**config.mk**
```make
export PLATFORM = sky130hd
export DESIGN_NAME = mux_alu16
export DESIGN_NICKNAME = d
export VERILOG_FILES = /design/src/rtl/mux_alu16.sv
export SDC_FILE = /design/constraint.sdc
export NUM_CORES = 1
export LEC_CHECK = 0
export ABC_AREA = 1
export BUFFER_PORTS_ARGS = -buffer_cell sky130_fd_sc_hd__buf_2
export CAP_MARGIN = 20
export CORE_MARGIN = 2
export CORE_UTILIZATION = 60
export CTS_BUF_LIST = sky130_fd_sc_hd__clkbuf_16
export DETAILED_ROUTE_END_ITERATION = 6
export PLACE_DENSITY_LB_ADDON = 0.12
export SKIP_CTS_REPAIR_TIMING = 1
export SLEW_MARGIN = 20
export SYNTH_ARGS = -nofsm -noshare
export SYNTH_HDL_FRONTEND = slang
export SYNTH_SLANG_ARGS = --single-unit
```
**constraint.sdc**
```tcl
create_clock -name clk -period 18.35 [get_ports clk]
set_clock_uncertainty 0.2 [all_clocks]
set_input_delay 3.67 -clock clk [delete_from_list [all_inputs] [get_ports clk]]
set_output_delay 3.67 -clock clk [all_outputs]
set_load 0.01 [all_outputs]
```
**src/rtl/mux_alu16.sv**
```systemverilog
module mux_alu16 #(
  parameter int WIDTH = 16,
  parameter int SLICE = 4,
  parameter int FNW   = 5
) (
  input  logic             clk,
  input  logic             rst,
  input  logic [FNW-1:0]   fn,
  input  logic [WIDTH-1:0] a,
  input  logic [WIDTH-1:0] b,
  input  logic             cin,
  output logic [WIDTH-1:0] q,
  output logic             cout
);
  localparam int NSLICE = WIDTH / SLICE;
  localparam logic [FNW-1:0] FN_ADD = FNW'(0);
  localparam logic [FNW-1:0] FN_SUB = FNW'(1);
  localparam logic [FNW-1:0] FN_AND = FNW'(2);
  localparam logic [FNW-1:0] FN_OR  = FNW'(3);
  localparam logic [FNW-1:0] FN_XOR = FNW'(4);
  localparam logic [FNW-1:0] FN_INV = FNW'(5);
  localparam logic [FNW-1:0] FN_SHL = FNW'(6);
  localparam logic [FNW-1:0] FN_SHR = FNW'(7);

  // Lookup tables indexed by {a_bit, b_bit}: entry 3 = 11, 2 = 10, 1 = 01, 0 = 00
  logic [3:0] xtab, ytab;
  logic       c0;

  always_comb begin
    xtab = 4'b1100;
    ytab = 4'b0000;
    c0   = 1'b0;
    case (fn)
      FN_ADD: begin ytab = 4'b1010; c0 = cin;  end
      FN_SUB: begin ytab = 4'b0101; c0 = 1'b1; end
      FN_AND: xtab = 4'b1000;
      FN_OR:  xtab = 4'b1110;
      FN_XOR: xtab = 4'b0110;
      FN_INV: xtab = 4'b0011;
      FN_SHL: ytab = 4'b1100;
      FN_SHR: xtab = 4'b1100;
      default: ;
    endcase
  end

  logic [WIDTH-1:0]  asrc, x, y, sum;
  logic [NSLICE:0]   c;

  assign asrc = (fn == FN_SHR) ? {1'b0, a[WIDTH-1:1]} : a;
  assign c[0] = c0;

  for (genvar i = 0; i < WIDTH; i++) begin : g_bit
    assign x[i] = xtab[{asrc[i], b[i]}];
    assign y[i] = ytab[{asrc[i], b[i]}];
  end

  for (genvar s = 0; s < NSLICE; s++) begin : g_slice
    assign {c[s+1], sum[s*SLICE +: SLICE]} =
        {1'b0, x[s*SLICE +: SLICE]} + {1'b0, y[s*SLICE +: SLICE]} + {{SLICE{1'b0}}, c[s]};
  end

  always_ff @(posedge clk) begin
    if (rst) begin
      q    <= '0;
      cout <= 1'b0;
    end else begin
      q    <= sum;
      cout <= (fn == FN_SHR) ? a[0] : c[NSLICE];
    end
  end
endmodule

```
### Word level (Yosys, flattened, before mapping)

Cells that the tools add are included.

* $add $sub $neg: 8
* order comparisons: 16
* eq/ne operators: 7
* mux-type cells: 69
* reductions and logical operators: 1

Operator list (count)
* binary-select mux 1 bit (select 2 bit): 32
* < comparator 2 x 3 -> 1 bit (second input constant): 16
* 2-to-1 mux 1 bit: 33
* adder 4 x 4 -> 5 bit: 4
* adder 5 x 1 -> 5 bit: 4
* equality test 5 x 3 -> 1 bit (second input constant): 4
* 2-to-1 mux 16 bit: 1
* case mux 4 bit (4 select lines): 1
* case mux 4 bit (3 select lines): 1
* equality test 5 x 2 -> 1 bit (second input constant): 2
* equality test 5 x 1 -> 1 bit (second input constant): 1
* zero test 5 bit: 1
* case mux 1 bit (2 select lines): 1

* bits in registers: 17
* input port bits: 40
* output and inout port bits: 17
* logic and storage cells: 103

### Depth between registers and ports, before layout

* depth after elaboration: 10
* depth in mapped cells: 30

### Least setup slack after synthesis

OpenSTA, ideal clock, no wires.

* path type: in2reg
* from: in fn[4]
* to: reg q[13]
* setup time: 0.067 ns
* arrival time: 8.329 ns
* required time: 18.083 ns
* slack: 9.755 ns
* stages: 27
* path buffers: 1
* cells stage by stage: nor2_2 > nand3_2 > nand2_2 > buf_2 > a21oi_1 > nor2_1 > nor2_1 > fa_1 > fa_1 > nand2_1 > inv_1 > o21ai_0 > nand2_1 > fa_1 > fa_1 > nand2_1 > inv_1 > o21ai_0 > nand2_1 > fa_1 > inv_1 > fa_1 > o21ai_0 > fa_1 > inv_1 > fa_1 > nor2_1

* longest elaborated chain between the ends: 9
* elaborated cells between the ends (all ways): 76
* those cells by class: 8 x add/sub; 7 x eq/ne; 60 x mux; 1 x reduce/logical

RTL lines
* start, declared: RTL line 8 `input logic [FNW-1:0] fn,`
* equality test 5 x 3 -> 1 bit, or another cell as far along: RTL line 33 `case (fn)`
* case mux 4 bit (4 select lines), or another cell as far along: RTL line 33
* binary-select mux 1 bit (select 2 bit), on equally long branches: RTL line 53, 54
* 2-to-1 mux 1 bit, on equally long branches: RTL line 53, 54
* adder 4 x 4 -> 5 bit: RTL line 59 `{1'b0, x[s*SLICE +: SLICE]} + {1'b0, y[s*SLICE +: SLICE]} + {{SLICE{1'b0}}, c[s]};`
* adder 5 x 1 -> 5 bit (3 in series): RTL line 59
* adder 5 x 1 -> 5 bit (*): RTL line 59
* end signal, assigned: RTL line 67 `q <= sum;`
* end, declared: RTL line 12 `output logic [WIDTH-1:0] q,`

Mark *: on every way between the ends. The rest lies on a longest branch, timed or not. The select of a mux whose other input is x is not followed.
A chain may end at the register's enable or synchronous reset.

### Worst setup path in the final report

Ends and elaborated chain as after synthesis.

==> results by group <==
Outcome
  – Status: completed

Synth
  – Synthesis warning total: 0
  – Netlist cell types: 22
  – Post-Syn Nets: 517
  – Mapped Area: 0.002501 sq mm
  – Number of synthesized register bits: 17
  – Syn Inst Count: 457
  – Register area share after synthesis: 13.61%
  – Mean area per synthesized cell: 5.473 sq um

Timing
  – Final Worst Setup Slack: 8586 ps
  – Slew @ Worst Pin: 802.3 ps
  – Final min period: 9764 ps
  – Unrepaired setup endpoints after global routing: no
  – Setup TNS: 0 ps
  – Fin. Hold Viols: 0
  – Hold slack final: 3508 ps
  – Crit share post-route: 53.21%
  – Max Clk Rate: 0.1024 GHz
  – Max-slew violations: 0
  – Slew margin rel.: 46.36%
  – Endpoints failing setup: 0

Setup path
  – Crit path arrival time: 9750 ps
  – CP max FO: 33
  – Crit path kind: primary input to flop
  – Critical path required time: 18,340 ps
  – Setup crit end kind: flop
  – Critical Path Source Type: primary input

Layout
  – Filler cells: 393
  – Post-layout util: 70.85%
  – Number of diodes: 0
  – Area Growth Syn to Fin: 13.31%
  – Share of cells above drive strength 1: 14.66%
  – Final-stage net count: 559

GRT
  – Initial antenna violation count: 0
  – First-pass GRT wire length: 11,650 microns
  – Grt ovf: 0
  – Vias in the first global route: 2,610
  – Largest net degree at the start of global routing: 34
  – GR Util All Layers: 32.36%

Clock network
  – CTS Buffer Depth: 2
  – Clk sinks: 17
  – CTS buffer count: 3
  – CTS tree: built
  – Clock-pin slew on the worst setup and hold paths: 50 ps
  – CTS H-tree depth: 1
  – Clk Tree Root Cell: clkbuf_16

Route
  – DR WL/cell: 12.89 microns
  – DR vias: 3,028
  – Routed Antenna Nets: 0
  – Met3 WL: 705 microns
  – Routed WL: 7063 microns
  – Drt first pass iters: 5
  – Highest Signal Layer: met4
  – Remaining routing DRC violations: 0
  – Wire length on met1: 2897 microns
  – DR iter-0 viols: 272
  – Vias/cell: 5.526
  – Met2 Routed Length: 3304 microns

Die
  – FP Rows: 23
  – Core box area: 0.004000 sq mm
  – Die Width: 68.57 microns
  – Initial core utilization: 62.53%
  – Ports: 57
  – Die footprint: 0.004701 sq mm
  – Die H: 68.57 microns

Job
  – Max cap viols: 0

Placed design
  – Dpl ws: 8450 ps
  – Post-DP HPWL: 5045 microns
  – Placer congestion estimate: 0.9424
  – IO Port Bufs: 56

Power and ir drop
  – Leakage: 1.718 nW
  – Max IR drop VDD: 0.00002393 V
  – Tot Pwr: 0.0001595 W
  – Power per standard cell area: 56.29 mW/mm^2

Hold path
  – Hold/Removal Path Class: primary input to flop
## registers in the layout, indices dropped and copies added, names as in the netlist
register,count
cout,1
q,16
## worst max-delay path, stage by stage
cell     delay, ps
buf_2          140
nor2_2         210
nand3_2        580
nand2_2        550
a21oi_1        120
nor2_1         110
nor2_1          60
fa_1           420
fa_1           390
nand2_1         70
inv_1           40
o21ai_0        140
nand2_1         90
fa_1           410
fa_1           400
nand2_1         70
inv_1           50
o21ai_0        230
nand2_1        110
fa_1           400
inv_1          100
fa_1           210
o21ai_0        130
fa_1           420
inv_1           90
fa_1           420
nor2_1         100
## cell type report
type | instances | area [sq um] | area share (%)
multi-input cells | 347 | 1789 | 63.13
flip-flops and latches | 17 | 340.3 | 12.01
repair buffers | 57 | 287.8 | 10.15
inverters | 73 | 274.0 | 9.669
clock buffers | 3 | 75.07 | 2.649
well taps | 50 | 62.56 | 2.208
clock inverters | 1 | 5.005 | 0.1766
## cells in the mapped netlist
master / count / area (sq um)
buf_4: 1 / 7.510
inv_2: 2 / 7.510
nand2_2: 1 / 6.260
fa_1: 8 / 160.2
nand3_1: 69 / 345.3
o21ai_2: 2 / 17.52
o21ai_1: 11 / 55.05
dfxtp_1: 17 / 340.3
a21oi_1: 41 / 205.2
o21ai_0: 32 / 160.2
o22ai_1: 1 / 6.260
nand2_1: 116 / 435.4
buf_2: 15 / 75.07
nor2_1: 45 / 168.9
ha_1: 12 / 150.1
nor2_2: 2 / 12.51
a31oi_1: 1 / 6.260
inv_1: 71 / 266.5
nor2_4: 1 / 11.26
xor2_1: 1 / 8.760
nand3_2: 4 / 40.04
clkbuf_1: 4 / 15.01
## metal layers
metal | GRT usage (%) | up-vias
li1 | - | 1539
met2 | 54.57 | 157
met4 | 13.25 | 0
met5 | 0 | -
met3 | 3.084 | 13
met1 | 42.04 | 1319
## cells in the final DEF, fill, tap and decap left out
| cell | count |
|---|---|
| fa_1 | 8 |
| nand2_2 | 1 |
| o21ai_2 | 2 |
| a31oi_1 | 1 |
| o21ai_0 | 32 |
| nor2_2 | 2 |
| nor2_4 | 1 |
| clkbuf_16 | 3 |
| nand3_2 | 4 |
| nand3_1 | 69 |
| buf_4 | 1 |
| ha_1 | 12 |
| a21oi_1 | 41 |
| buf_2 | 56 |
| o21ai_1 | 11 |
| inv_1 | 71 |
| inv_2 | 2 |
| clkinv_2 | 1 |
| nand2_1 | 116 |
| dfxtp_1 | 17 |
| nor2_1 | 45 |
| o22ai_1 | 1 |
| xor2_1 | 1 |
## worst paths after layout
path | endpoint | slack [ps] | depth (start not counted) | from
setup / recovery | q[13] | 8590 | 27 | fn[4]
hold / removal | q[13] | 3510 | 2 | rst
## logic make-up after synthesis
group	count (synthesis)	share of synthesized area [%]
and+or+nand+nor	238	40.77
buffers and inverters	93	14.86
AOI/OAI and AO/OA	88	18.01
adders and majority gates	20	12.41
DFF	17	13.61
xor gates and xnor gates	1	0.3502
## where the power goes
part	internal, W	leakage (nW)	switching (W)
clock network	0.0000292	0.0409	0.0000140
registers	0.0000432	0.142	0.00000118
logic	0.0000275	1.53	0.0000445
## metrics by stage
| stage | instances | area, sq um |
|---|---|---|
| after CTS | 548 | 2834 |
| after detailed placement | 544 | 2754 |
| after global placement | 544 | 2754 |
| after global routing | 548 | 2834 |
| final | 548 | 2834 |
| after floorplan | 457 | 2501 |
No activity file was read; power rests on OpenSTA's default activity.
